**src/rtl/mpsw_pkg.sv**
```systemverilog
package mpsw_pkg;

  localparam int unsigned DEF_MASTERS = 3;
  localparam int unsigned DEF_SLAVES  = 4;
  localparam int unsigned DEF_ADDR_W  = 32;
  localparam int unsigned DEF_DATA_W  = 64;

  typedef enum logic {
    PORT_FREE = 1'b0,
    PORT_HELD = 1'b1
  } port_state_e;

  // width of an index that can name n items (at least one bit)
  function automatic int unsigned idx_w(input int unsigned n);
    return (n > 1) ? $clog2(n) : 1;
  endfunction

endpackage

```
**src/rtl/mpsw_decode.sv**
```systemverilog
module mpsw_decode
  import mpsw_pkg::*;
#(
  parameter int unsigned NUM_M  = DEF_MASTERS,
  parameter int unsigned NUM_S  = DEF_SLAVES,
  parameter int unsigned ADDR_W = DEF_ADDR_W
) (
  input  logic [NUM_M-1:0]        m_req,
  input  logic [NUM_M*ADDR_W-1:0] m_addr,
  output logic [NUM_S*NUM_M-1:0]  want_mat
);

  localparam int unsigned SIW = idx_w(NUM_S);

  // slave index sits in the top address bits
  function automatic logic [SIW-1:0] target_of(input logic [ADDR_W-1:0] a);
    return a[ADDR_W-1 -: SIW];
  endfunction

  // want_mat bit s*NUM_M+m: master m requests slave s
  for (genvar s = 0; s < NUM_S; s++) begin : g_slv
    for (genvar m = 0; m < NUM_M; m++) begin : g_mst
      assign want_mat[s*NUM_M+m] =
        m_req[m] && (target_of(m_addr[m*ADDR_W +: ADDR_W]) == SIW'(s));
    end
  end

endmodule

```
**src/rtl/mpsw_port_arb.sv**
```systemverilog
module mpsw_port_arb
  import mpsw_pkg::*;
#(
  parameter int unsigned NUM_M  = DEF_MASTERS,
  parameter int unsigned ADDR_W = DEF_ADDR_W,
  parameter int unsigned DATA_W = DEF_DATA_W
) (
  input  logic                    clk,
  input  logic                    rst_n,
  input  logic [NUM_M-1:0]        want,
  input  logic [NUM_M-1:0]        m_we,
  input  logic [NUM_M*ADDR_W-1:0] m_addr,
  input  logic [NUM_M*DATA_W-1:0] m_wdata,
  input  logic                    s_ready,
  output logic                    s_req,
  output logic                    s_we,
  output logic [ADDR_W-1:0]       s_addr,
  output logic [DATA_W-1:0]       s_wdata,
  output logic [NUM_M-1:0]        own,
  output logic                    grant_evt,
  output logic                    release_evt
);

  localparam int unsigned MIW = idx_w(NUM_M);
  localparam logic [MIW-1:0] RST_LAST = MIW'(NUM_M - 1);

  // Returns {found, index}: first requester after 'last', wrapping.
  function automatic logic [MIW:0] rr_pick(input logic [MIW-1:0] last,
                                           input logic [NUM_M-1:0] req);
    logic [MIW:0] r;
    int cand;
    r = '0;
    for (int k = NUM_M; k >= 1; k--) begin
      cand = int'(last) + k;
      if (cand >= int'(NUM_M)) cand = cand - int'(NUM_M);
      if (req[cand]) r = {1'b1, MIW'(cand)};
    end
    return r;
  endfunction

  port_state_e     st;
  logic [MIW-1:0]  owner;
  logic [MIW-1:0]  last_gnt;
  logic [MIW:0]    pick;

  assign pick        = rr_pick(last_gnt, want);
  assign grant_evt   = (st == PORT_FREE) && pick[MIW];
  assign release_evt = (st == PORT_HELD) && s_ready;

  always_ff @(posedge clk or negedge rst_n) begin
    if (!rst_n) begin
      st       <= PORT_FREE;
      owner    <= '0;
      last_gnt <= RST_LAST;
    end else if (grant_evt) begin
      st       <= PORT_HELD;
      owner    <= pick[MIW-1:0];
      last_gnt <= pick[MIW-1:0];
    end else if (release_evt) begin
      st       <= PORT_FREE;
    end
  end

  assign s_req = (st == PORT_HELD);

  for (genvar m = 0; m < NUM_M; m++) begin : g_own
    assign own[m] = s_req && (owner == MIW'(m));
  end

  // forward the owner's request fields
  always_comb begin
    s_we    = 1'b0;
    s_addr  = '0;
    s_wdata = '0;
    for (int m = 0; m < int'(NUM_M); m++) begin
      if (own[m]) begin
        s_we    = m_we[m];
        s_addr  = m_addr[m*ADDR_W +: ADDR_W];
        s_wdata = m_wdata[m*DATA_W +: DATA_W];
      end
    end
  end

endmodule

```
**src/rtl/mpsw_resp_route.sv**
```systemverilog
module mpsw_resp_route
  import mpsw_pkg::*;
#(
  parameter int unsigned NUM_M  = DEF_MASTERS,
  parameter int unsigned NUM_S  = DEF_SLAVES,
  parameter int unsigned DATA_W = DEF_DATA_W
) (
  input  logic [NUM_S*NUM_M-1:0]  own_mat,
  input  logic [NUM_S*DATA_W-1:0] s_rdata,
  input  logic [NUM_S-1:0]        s_ready,
  input  logic [NUM_S-1:0]        s_err,
  output logic [NUM_M*DATA_W-1:0] m_rdata,
  output logic [NUM_M-1:0]        m_ready,
  output logic [NUM_M-1:0]        m_err
);

  for (genvar m = 0; m < NUM_M; m++) begin : g_mst
    always_comb begin
      m_ready[m]                   = 1'b0;
      m_err[m]                     = 1'b0;
      m_rdata[m*DATA_W +: DATA_W]  = '0;
      for (int s = 0; s < int'(NUM_S); s++) begin
        if (own_mat[s*NUM_M+m]) begin
          m_ready[m]                  = s_ready[s];
          m_err[m]                    = s_err[s];
          m_rdata[m*DATA_W +: DATA_W] = s_rdata[s*DATA_W +: DATA_W];
        end
      end
    end
  end

endmodule

```
**src/rtl/mport_switch.sv**
```systemverilog
module mport_switch
  import mpsw_pkg::*;
#(
  parameter int unsigned NUM_M  = DEF_MASTERS,
  parameter int unsigned NUM_S  = DEF_SLAVES,
  parameter int unsigned ADDR_W = DEF_ADDR_W,
  parameter int unsigned DATA_W = DEF_DATA_W
) (
  input  logic                    clk,
  input  logic                    rst_n,
  input  logic [NUM_M-1:0]        m_req,
  input  logic [NUM_M-1:0]        m_we,
  input  logic [NUM_M*ADDR_W-1:0] m_addr,
  input  logic [NUM_M*DATA_W-1:0] m_wdata,
  output logic [NUM_M*DATA_W-1:0] m_rdata,
  output logic [NUM_M-1:0]        m_ready,
  output logic [NUM_M-1:0]        m_err,
  output logic [NUM_S-1:0]        s_req,
  output logic [NUM_S-1:0]        s_we,
  output logic [NUM_S*ADDR_W-1:0] s_addr,
  output logic [NUM_S*DATA_W-1:0] s_wdata,
  input  logic [NUM_S*DATA_W-1:0] s_rdata,
  input  logic [NUM_S-1:0]        s_ready,
  input  logic [NUM_S-1:0]        s_err
);

  // named internal events, observed by the bound checker
  logic [NUM_S*NUM_M-1:0] want_mat;
  logic [NUM_S*NUM_M-1:0] own_mat;
  logic [NUM_S-1:0]       grant_evt;
  logic [NUM_S-1:0]       release_evt;

  mpsw_decode #(
    .NUM_M (NUM_M),
    .NUM_S (NUM_S),
    .ADDR_W(ADDR_W)
  ) u_decode (
    .m_req   (m_req),
    .m_addr  (m_addr),
    .want_mat(want_mat)
  );

  for (genvar s = 0; s < NUM_S; s++) begin : g_port
    mpsw_port_arb #(
      .NUM_M (NUM_M),
      .ADDR_W(ADDR_W),
      .DATA_W(DATA_W)
    ) u_arb (
      .clk        (clk),
      .rst_n      (rst_n),
      .want       (want_mat[s*NUM_M +: NUM_M]),
      .m_we       (m_we),
      .m_addr     (m_addr),
      .m_wdata    (m_wdata),
      .s_ready    (s_ready[s]),
      .s_req      (s_req[s]),
      .s_we       (s_we[s]),
      .s_addr     (s_addr[s*ADDR_W +: ADDR_W]),
      .s_wdata    (s_wdata[s*DATA_W +: DATA_W]),
      .own        (own_mat[s*NUM_M +: NUM_M]),
      .grant_evt  (grant_evt[s]),
      .release_evt(release_evt[s])
    );
  end

  mpsw_resp_route #(
    .NUM_M (NUM_M),
    .NUM_S (NUM_S),
    .DATA_W(DATA_W)
  ) u_resp (
    .own_mat(own_mat),
    .s_rdata(s_rdata),
    .s_ready(s_ready),
    .s_err  (s_err),
    .m_rdata(m_rdata),
    .m_ready(m_ready),
    .m_err  (m_err)
  );

endmodule

```
**config.mk**
```make
export PLATFORM = sky130hd
export DESIGN_NAME = mport_switch
export DESIGN_NICKNAME = d
export VERILOG_FILES = /design/src/rtl/mpsw_pkg.sv /design/src/rtl/mpsw_decode.sv /design/src/rtl/mpsw_port_arb.sv /design/src/rtl/mpsw_resp_route.sv /design/src/rtl/mport_switch.sv
export SDC_FILE = /design/constraint.sdc
export NUM_CORES = 1
export LEC_CHECK = 0
export ABC_AREA = 1
export BUFFER_PORTS_ARGS = -buffer_cell sky130_fd_sc_hd__buf_4
export CAP_MARGIN = 5
export CORE_AREA = 5 5 439 441
export CTS_BUF_LIST = sky130_fd_sc_hd__clkbuf_16
export DETAILED_ROUTE_END_ITERATION = 7
export DIE_AREA = 0 0 444 446
export GPL_ROUTABILITY_DRIVEN = 1
export MAX_ROUTING_LAYER = met4
export PLACE_DENSITY = 0.3
export SLEW_MARGIN = 20
export SYNTH_ARGS = -nofsm -noshare
export SYNTH_HDL_FRONTEND = slang
export SYNTH_SLANG_ARGS = --single-unit
```
**constraint.sdc**
```tcl
create_clock -name clk -period 4.1 [get_ports clk]
set_input_delay 0.82 -clock clk [delete_from_list [all_inputs] [get_ports clk]]
set_output_delay 0.82 -clock clk [all_outputs]
set_load 0.1 [all_outputs]
```
# ---- Yosys cells after proc, flatten, opt, wreduce, memory -nomap -nowiden
# Cells that the tools add are included.
dict set report classes {
  bitwise_logic 4
  eq_ne 17
  mux 140
  n_reduce_logical 43
  n_addsub 24
  magnitude_cmp 24
}
# op n
set op_table {}
lappend op_table {{64-bit 2-to-1 mux} 24}
lappend op_table {{32-bit 2-to-1 mux} 24}
lappend op_table {{32-bit by 3-bit >= comparator with 1-bit output, second input constant} 12}
lappend op_table {{32-bit by 4-bit less-than comparator with 1-bit output, second input constant} 12}
lappend op_table {{32-bit by 3-bit subtractor with 32-bit output, second input constant} 12}
lappend op_table {{1-bit 2-to-1 mux} 68}
lappend op_table {{3-bit 2-to-1 mux} 12}
lappend op_table {{1-bit logical AND} 32}
lappend op_table {{2-bit by 2-bit adder with 3-bit output, second input constant} 8}
lappend op_table {{1-bit binary-select mux with 2-bit select} 12}
lappend op_table {{2-bit == test, second input constant} 10}
lappend op_table {{2-bit by 1-bit == test with 1-bit output, second input constant} 7}
lappend op_table {{2-bit zero test} 7}
lappend op_table {{2-bit by 1-bit adder with 3-bit output, second input constant} 4}
lappend op_table {{2-bit nonzero test} 4}
lappend op_table {{1-bit inverter} 4}
dict set report word_totals {
  elab_cells 264
  in_bits 560
  output_inout_bits 590
  regBits 20
}

# ---- Longest topological paths before layout
# Gate-level depths: netlist of the first run.
dict set report depth {
  word_depth 11
  mapped_depth 12
  depth_no_buf 12
}

# ---- Modules after synthesis
# Synthesis of the first run repeated with hierarchy kept, for this count alone.
dict set report unflattened {
  cells_unflattened 3544
  area_unflattened_um2 15621.2
}
# mod cells_each area_each_um2 seq_area_each_um2 n_inst
set by_module_without_submodules {}
lappend by_module_without_submodules {mpsw_port_arb 478 2082.0 101.3 4}
lappend by_module_without_submodules {mpsw_resp_route 1608 7203.2 0.0 1}
lappend by_module_without_submodules {mpsw_decode 24 90.1 0.0 1}

# ---- Worst setup path after synthesis of the first run
# Ideal clock, no wire load.
dict set report synth_timing {
  path_type {reg-to-output}
  start {register g_port[1].u_arb.last_gnt[0] (netlist name)}
  end {output port m_ready[2]}
  path_slack_ps 13
  t_arrival_ps 3267
  t_required_ps 3280
  path_buffers 1
  path_stages_with_launch 7
  path_cell_list {dfrtp_1 -> inv_2 -> nand2_1 -> nor2_4 -> clkbuf_1 -> a211oi_1 -> o21ai_0}
}
# element line_no
set synth_rtl {}
lappend synth_rtl {{to (decl)} mport_switch.sv:16} ;# output logic [NUM_M-1:0] m_ready,

# ---- Worst setup path after layout of the first run
dict set report layout_timing {
  start {register g_port[3].u_arb.st}
  end {output port s_wdata[215]}
}
dict set report layout_between {
  elab_chain_len 4
  elab_cells_between_ends 6
  cone_classes {3 x mux; 3 x reduce/logical}
}
# element line_no
set layout_rtl {}
lappend layout_rtl {{from (decl)} mpsw_port_arb.sv:41} ;# port_state_e st;
lappend layout_rtl {{from (signal assigned)} mpsw_port_arb.sv:52} ;# st <= PORT_FREE;
lappend layout_rtl {{from (signal assigned)} mpsw_port_arb.sv:56} ;# st <= PORT_HELD;
lappend layout_rtl {{from (signal assigned)} mpsw_port_arb.sv:60} ;# st <= PORT_FREE;
lappend layout_rtl {{1-bit logical AND} mpsw_port_arb.sv:67} ;# assign own[m] = s_req && (owner == MIW'(m));
lappend layout_rtl {{64-bit 2-to-1 mux (2 in a row)} mpsw_port_arb.sv:76} ;# if (own[m]) begin
lappend layout_rtl {{64-bit 2-to-1 mux *} mpsw_port_arb.sv:76}
lappend layout_rtl {{to (decl)} mport_switch.sv:21} ;# output logic [NUM_S*DATA_W-1:0] s_wdata,
# Mark *: on every way between the ends. The rest lies on a longest branch, timed or not.

==> results of run 1 <==
[registers in the layout, summed over array words and instances (netlist names)]
signal and count:
g_port.u_arb.last_gnt 8, g_port.u_arb.owner 4, g_port.u_arb.s_req 4
[worst reg2reg max path, delay by kind of cell, from the launching register on]
family	cells	cell delay (ns)
AOI/OAI and AO/OA	3	0.55
adders and majority gates	1	0.43
buffers and inverters	2	0.37
DFF	1	0.51
and+or+nand+nor	2	0.23
[per-stage QoR]
stage | util, % | setup slack [ns] | instances | hold WS (ns) | area (um^2)
detailed placement | 13.9 | 0.260 | 6112 | 0.473 | 26300
global route | 14.0 | 0.106 | 6128 | 0.449 | 26400
global placement | 13.9 | 0.256 | 6112 | 0.467 | 26300
CTS | 14.0 | 0.0994 | 6116 | 0.437 | 26300
floorplan | - | 0.0131 | 2612 | 0.449 | 14100
finish | 14.0 | 0.264 | 6128 | 0.431 | 26400
[per-layer routing]
layer / up-vias / part of all wire (%)
met4: 0 / 3.2
met3: 159 / 6.3
li1: 11500 / -
met1: 12700 / 38
met5: - / 0
met2: 1143 / 52
[cell usage in the layout (no fill, tap or decap), types with 2 or more instances in the layout]
cell type and instances:
sky130_fd_sc_hd__a21oi_1 6, sky130_fd_sc_hd__a31oi_1 97, sky130_fd_sc_hd__buf_12 46, sky130_fd_sc_hd__buf_4 1231, sky130_fd_sc_hd__clkbuf_16 3, sky130_fd_sc_hd__dfrtp_1 11, sky130_fd_sc_hd__dfstp_2 4, sky130_fd_sc_hd__diode_2 12
sky130_fd_sc_hd__ha_1 12, sky130_fd_sc_hd__inv_1 403, sky130_fd_sc_hd__inv_2 2, sky130_fd_sc_hd__inv_6 3, sky130_fd_sc_hd__nand2_1 580, sky130_fd_sc_hd__nand2_4 3, sky130_fd_sc_hd__nand3_1 95, sky130_fd_sc_hd__nand3_4 5
sky130_fd_sc_hd__nand3b_1 3, sky130_fd_sc_hd__nand4_1 11, sky130_fd_sc_hd__nor2_1 84, sky130_fd_sc_hd__nor2_4 2, sky130_fd_sc_hd__nor3_1 70, sky130_fd_sc_hd__o211ai_1 77, sky130_fd_sc_hd__o211ai_2 20, sky130_fd_sc_hd__o21ai_0 299
sky130_fd_sc_hd__o21ai_1 10, sky130_fd_sc_hd__o221ai_1 387, sky130_fd_sc_hd__o22ai_1 130
[path summary, 6_finish.rpt]
kind                                             startpoint  depth (start not counted)                           to
worst max-delay path                  g_port[3].u_arb.s_req                          8                 s_wdata[215]
worst min-delay path                                  rst_n                          1     g_port[0].u_arb.owner[1]
worst max register to register  g_port[2].u_arb.last_gnt[0]                          8        g_port[2].u_arb.s_req
worst min register to register  g_port[1].u_arb.last_gnt[1]                          2  g_port[1].u_arb.last_gnt[1]
max in group asynchronous                             rst_n                          1  g_port[1].u_arb.last_gnt[1]
min in group clk                g_port[1].u_arb.last_gnt[1]                          2  g_port[1].u_arb.last_gnt[1]
[cell usage after synthesis, drive strengths merged, types with 70 or more instances]
cell type and number:
nor2 87, a31oi 97, nor3 70, clkbuf 160, buf 128, nand2 585
nand3 100, o21ai 309, o211ai 97, o221ai 388, inv 410, o22ai 130
[kinds of logic after synthesis]
group	Yosys count
adder cells (fa/ha/maj)	12
buffers and inverters	698
flip-flops	16
AO/OA/AOI/OAI	1029
AND/OR/NAND/NOR	857
[timing repair]
action                                  in CTS  in global routing
endpoints found under the setup margin       1                  0
gates resized for setup                      1                  0
hold buffers                                 0                  0
[cell type report]
| type | count | share of cell area (%) |
|---|---|---|
| antenna | 12 | 0.114 |
| clock buffer | 3 | 0.285 |
| clock inverter | 1 | 0.0142 |
| inverter | 410 | 5.94 |
| multi-input combinational | 1898 | 41.7 |
| sequential | 16 | 1.54 |
| tap | 2511 | 11.9 |
| timing repair buffer | 1277 | 38.5 |
==> out/summary.md, run 1 <==
On the critical path the largest part of the delay comes from buffers and inverters. For this run, the total global-route usage over all layers was measured as 17.0%. Global routing consumed, on the met1 layer, 19.1% of the routing resources. The number of top-level pins came out at 1150. For this run, asynchronously set or reset flops after synthesis account for 100%. Of all cell types, the one taking the most synthesized area is sky130_fd_sc_hd__o221ai_1. In the final layout, the multi-input gates occupy 11000 um^2. Count of maximum capacitance violations: 0. The register-to-register setup slack came out at 1.89 ns. The run gives 2612 as the gate count of the mapped netlist.

After synthesis, the cell types taking the most area are sky130_fd_sc_hd__o221ai_1, sky130_fd_sc_hd__nand2_1, sky130_fd_sc_hd__inv_1. The first global-routing pass estimated 231000 um of wire. The flow ran to the end, and the final reports show no timing, DRC or antenna violations. The die covers 198000 um^2. Setup violations remaining at the end of the flow were counted as 0. The worst path required time is 3.28 ns. The count of buffers added on input and output ports is 1149. The basic-gate share of the synthesized area counting and, or, nand and nor cells was 24.8%. Most common flop cell mapped by yosys: sky130_fd_sc_hd__dfrtp_1. The minimum clock period after layout is 3.84 ns. Together, buffers and inverters on the worst path number 4.

The average via count per standard cell is 4.16. For the number of antenna violations at the first check in global routing, the log shows 29. The number of clock sinks is 16, and the headroom to the max-slew limit is 35.0%.

The number of flip-flops and latches in the synthesized netlist came out at 16. After filler insertion, the fill cell instance count of the layout stands at 22.1k. The leftover overflow at the end of global routing is 0, and the clock slew at the register clock pins of the worst setup and hold paths is 0.06 ns. The die is 446 um tall. Summed over all nets, the half-perimeter wirelength after detailed placement is 143000 um. CTS placed an instance of sky130_fd_sc_hd__clkbuf_16 at the clock tree root.

Row generation in the floorplan step produced 160 rows. The synthesized design contains 0 enable-type register cells. Global routing consumed, on the met3 layer, 3.37% of the routing resources.

The worst setup path is of the reg -> out kind. Setup repair after global routing left no endpoint under its margin. The transition time at the pin with the least slew margin was 0.975 ns; the register area share after synthesis was 2.88%. After synthesis, the largest area contributor takes up 24.1% of total cell area.

The die is 444 um wide. The endpoint arrival time on the critical path was 3.02 ns; the total CTS buffers was 3. The netlist uses 31 different library cells. The tools report the clock network latency to the later pin of the worst-skew pair as 0.26 ns.

The final clock period utilization by the worst path was 93.6%. The number of buffers inserted by post-CTS setup repair was 0. For the number of global-route vias before repair, the log shows 25.1k. Compared with the post-synthesis result, the final layout area differs by 87.2%.

For the maximum frequency from static timing analysis, the log shows 261 MHz. The tools report the launching element type of the critical path as a flop. Of the total synthesized cell area, the portion taken by XOR and XNOR cells is 0%. The mux share of post-synthesis cell area was 0%. Across all layers, the routed design uses 25.5k vias. In this run the standard cell core region covers 189000 um^2. The number of nets in the synthesized netlist is 3184. For the post-route setup TNS, the log shows 0 ns. The number of levels in the clock H-tree came out at 1. The total wire length was 178000 um; the complex-gate fraction of the synthesized area was 51.4%. In this design, the stage delay of the slowest critical-path cell is 0.43 ns. The final hold violation count was 0; the share of synthesized cell area in full adder, half adder and majority cells was 1.07%. The logs give 14100 um^2 for the total standard cell area after synthesis and 2 for the maximum clock path buffer count. The cell seen most often among critical-path stages was sky130_fd_sc_hd__buf_4.

TritonCTS built the clock tree. In the final routed layout, each cell accounts on average for 29.0 um. Routability-driven placement finished with a final weighted congestion of 0.925.

The max-slew violation count came out at 0. The tools report the number of DRC violations after detailed-routing iteration 0 as 1931. The tools report the first-pass detailed-route iteration total as 6. The tightest min-delay check is of the in -> async type.

Yosys printed 0 warnings. The count of nets left with antenna violations once routing finished came out at 0. The endpoint class of the critical path is an output port.

Of the cells placed in the final design, the portion with a size suffix greater than 1 is 36.8%. The run gives 0 as the final routed DRC violation total. Entering global routing, the biggest net connects 75 pins.

Traced cell by cell, the critical path runs through inv_1, nor2_1, nand2_4, inv_6, buf_4, nand2_1, o221ai_1, buf_4. The starting density of the core came out at 7.46%. The largest family of logic cells by synthesized area was compound AO/OA/AOI/OAI gates.

The average instance in the mapped netlist occupies 5.39 um^2. The run gives 407 um^2 as the register area. In this run the most used layer during global routing was met2. The logs give 30.7% for the met2 layer usage reported by global route and 0.000684 ns for the setup skew after layout.

In the final design database the tool counted 4178 nets. The largest individual stage delay along the critical path comes from the cell sky130_fd_sc_hd__dfrtp_1. The maximum fanout along the worst path is 27.
Power of run 1 is left out: the tool's default activity adds up to more than one toggle a clock period on the data nets, which glitch-free logic cannot reach.
==> inputs of run 2 (changes only) <==
--- a/config.mk
+++ b/config.mk
@@ -8,14 +8,17 @@
 export ABC_AREA = 1
 export BUFFER_PORTS_ARGS = -buffer_cell sky130_fd_sc_hd__buf_4
 export CAP_MARGIN = 5
+export CELL_PAD_IN_SITES_DETAIL_PLACEMENT = 1
+export CELL_PAD_IN_SITES_GLOBAL_PLACEMENT = 2
 export CORE_AREA = 5 5 439 441
 export CTS_BUF_LIST = sky130_fd_sc_hd__clkbuf_16
 export DETAILED_ROUTE_END_ITERATION = 7
 export DIE_AREA = 0 0 444 446
 export GPL_ROUTABILITY_DRIVEN = 1
 export MAX_ROUTING_LAYER = met4
-export PLACE_DENSITY = 0.3
+export PLACE_DENSITY = 0.52
 export SLEW_MARGIN = 20
 export SYNTH_ARGS = -nofsm -noshare
 export SYNTH_HDL_FRONTEND = slang
+export SYNTH_HIERARCHICAL = 1
 export SYNTH_SLANG_ARGS = --single-unit
==> out/summary.md, run 2 <==
Commonest cells after routing, fill and taps aside: sky130_fd_sc_hd__nand2_1, sky130_fd_sc_hd__buf_4, sky130_fd_sc_hd__nand3_1, sky130_fd_sc_hd__a21oi_1, sky130_fd_sc_hd__inv_1 (was sky130_fd_sc_hd__buf_4, sky130_fd_sc_hd__nand2_1, sky130_fd_sc_hd__inv_1, sky130_fd_sc_hd__o221ai_1, sky130_fd_sc_hd__o21ai_0). First-pass GRT wire length: 242000 um (was 231000 um). The maximum fanout along the worst path came out at 25 (was 27). The endpoint arrival time on the critical path came out at 2.65 ns (was 3.02 ns). The tools report the number of global-route vias before repair as 28.5k (was 25.1k). The number of levels in the clock H-tree was 1 (unchanged). The total CTS buffers was 3 (unchanged). The count of fill cells added during filler insertion is 23.9k (was 22.1k), and the highest cell delay on the worst timing path is 0.59 ns (was 0.43 ns). The first-pass detailed-route iteration total came out at 5 (was 6). The minimum clock period after layout is 3.47 ns (was 3.84 ns), and the final routed DRC violation total is 0 (unchanged). The average detailed-routed wire length per instance is 25.3 um (was 29.0 um), and the area of the die is 198000 um^2 (unchanged). The number of nets in the layout is 5115 (was 4178).

The starting density of the core was 8.26% (was 7.46%); the number of antenna violations at the first check in global routing was 42 (was 29). The run gives 2 (unchanged) as the maximum clock path buffer count. The logs give 17.3% (was 17.0%) for the aggregate global-route resource usage and 0 (unchanged) for the count of maximum capacitance violations.

Setup skew after layout: 0.00134 ns (was 0.000684 ns). Ratio of cells with drive above 1 in the final layout: 28.6% (was 36.8%). The total of warnings raised by yosys is 6 (was 0), and the instance area after placement is 27300 um^2 (was 26300 um^2).

The run gives 1842 (was 1931) as the number of DRC violations after detailed-routing iteration 0. The endpoint class of the critical path was an output port (unchanged). The mean instance size in the synthesized netlist works out to 4.41 um^2 (was 5.39 um^2).

The worst path required time was 3.28 ns (about the same). For the detailed placement HPWL, the log shows 145000 um (was 143000 um). The residual antenna-violating net count after detailed routing is 0 (unchanged), and the final hold violation count is 0 (unchanged). Setup repair after global routing left no endpoint under its margin.

The run gives 2.05 ns (was 1.89 ns) as the register-to-register setup slack. The tools report the total standard cell area after synthesis as 15600 um^2 (was 14100 um^2). The final clock period utilization by the worst path was 84.6% (was 93.6%). Cells along the critical path: inv_2, nor3_4, inv_2, buf_12, nand3_1, nand2_1, nand2_1, nand2_1, buf_4 (was inv_1, nor2_1, nand2_4, inv_6, buf_4, nand2_1, o221ai_1, buf_4).

The weighted congestion at the end of routability-driven global placement came out at 0.927 (was 0.925). Floorplan core area: 189000 um^2 (unchanged). The combined buffer and inverter count along the critical path was 4 (unchanged); the number of clock sinks was 16 (unchanged).

The transition time at the pin with the least slew margin was 0.861 ns (was 0.975 ns). The tools report the launching element type of the critical path as a flop (unchanged). The post-layout utilization of the core was 14.6% (was 14.0%); the clock network latency to the later pin of the worst-skew pair was 0.25 ns (was 0.26 ns). Flip-flop count of the largest register, all copies and words added: 8 (unchanged). The max-slew violation count is 0 (unchanged). TritonCTS built the clock tree.

The number of buffers inserted by post-CTS setup repair was 0 (unchanged). The final cell count without fillers came out at 7081 (was 6128). The run finished with clean final reports. Hold-fix buffer count after cts: 0 (unchanged). The most frequent standard cell in the layout excluding fill and tap cells is sky130_fd_sc_hd__nand2_1 (was sky130_fd_sc_hd__buf_4).

Maximum frequency from static timing analysis: 288 MHz (was 261 MHz). The number of setup violations in the final report is 0 (unchanged), and the clock slew at the register clock pins of the worst setup and hold paths is 0.05 ns (was 0.06 ns). The register area was 405 um^2 (was 407 um^2); the count of instances resized after the clock tree is built was 0 (was 1). The vertical extent of the die is 446 um (unchanged). The leftover overflow at the end of global routing was 0 (unchanged).

For the headroom to the max-slew limit, the log shows 42.6% (was 35.0%). The cell count after placement was 7049 (was 6112). The area of the multi-input gates is 13200 um^2 (was 11000 um^2).

The total number of placement rows is 160 (unchanged). The width of the die works out to 444 um (unchanged). The number of top-level pins was 1150 (unchanged); the largest net degree at the start of global routing was 81 (was 75). Cell seen most often among critical-path stages: sky130_fd_sc_hd__nand2_1 (was sky130_fd_sc_hd__buf_4). The kind of cell adding the most delay to the critical path is buffers and inverters (unchanged). The register containing the most flip-flops in the final layout was g_port.u_arb/owner (was g_port.u_arb.last_gnt).

The post-synthesis net count was 4108 (was 3184). The average via count per standard cell works out to 4.03 (was 4.16). Classification of the worst-slack hold path: in -> async (unchanged). The number of buffer cells added on primary ports was 1149 (unchanged). Slowest library cell on the worst path: sky130_fd_sc_hd__inv_2 (was sky130_fd_sc_hd__dfrtp_1). Number of vias in the routed layout: 28.5k (was 25.5k). The post-route setup TNS is 0 ns (unchanged).

The post-synthesis to final-layout area growth came out at 76.3% (was 87.2%). The category of the most critical setup path was reg -> out (unchanged). Library cell used as clock root buffer: sky130_fd_sc_hd__clkbuf_16 (unchanged). The run gives 3536 (was 2612) as the gate count of the mapped netlist. The run gives 179000 um (was 178000 um) as the total wire length.

The final design instance area without fill is 27500 um^2 (was 26400 um^2).
## run 2: per-layer routing
metal  vias to the layer above  global-route usage [%]  part of all wire (%)
met3                       115                    2.35                   4.4
met2                       904                    29.9                    50
li1                      13300                       -                     -
met4                         0                    3.93                   2.3
met5                         -                       -                     0
met1                     14200                    21.5                    43
## run 2: stage by stage
stage | hold WS [ns] | setup WS (ns)
after floorplan | 0.449 | 0.429
after global placement | 0.472 | 0.851
after detailed placement | 0.468 | 0.882
after CTS | 0.442 | 0.579
after global routing | 0.450 | 0.497
final | 0.443 | 0.630
## run 2: path summary, 6_finish.rpt
| kind | start | cells past startpoint | to |
|---|---|---|---|
| max | g_port[1].u_arb/s_req | 9 | m_rdata[134] |
| max in group asynchronous | rst_n | 1 | g_port[0].u_arb/last_gnt[1] |
| max reg2reg | g_port[3].u_arb/owner[0] | 8 | g_port[3].u_arb/owner[1] |
| min | rst_n | 1 | g_port[2].u_arb/owner[1] |
| min reg2reg | g_port[1].u_arb/owner[1] | 2 | g_port[1].u_arb/owner[1] |
| min in group clk | g_port[1].u_arb/owner[1] | 2 | g_port[1].u_arb/owner[1] |
## run 2: cell type report
type | count | share of cell area, %
Clock inverter | 1 | 0.0137
Multi-Input combinational cell | 3124 | 48.0
Inverter | 123 | 1.86
Tap cell | 2511 | 11.4
Timing Repair Buffer | 1275 | 36.7
Sequential cell | 16 | 1.48
Antenna cell | 28 | 0.255
Clock buffer | 3 | 0.273
## run 2: worst reg2reg max path, delay by kind of cell, from the launching register on
family | cells | cell delay [ns]
compound gates | 3 | 0.65
simple gates | 3 | 0.25
buf+inv | 1 | 0.16
fa+ha+maj | 1 | 0.41
flops | 1 | 0.49
Power of run 2 is left out for the same reason.
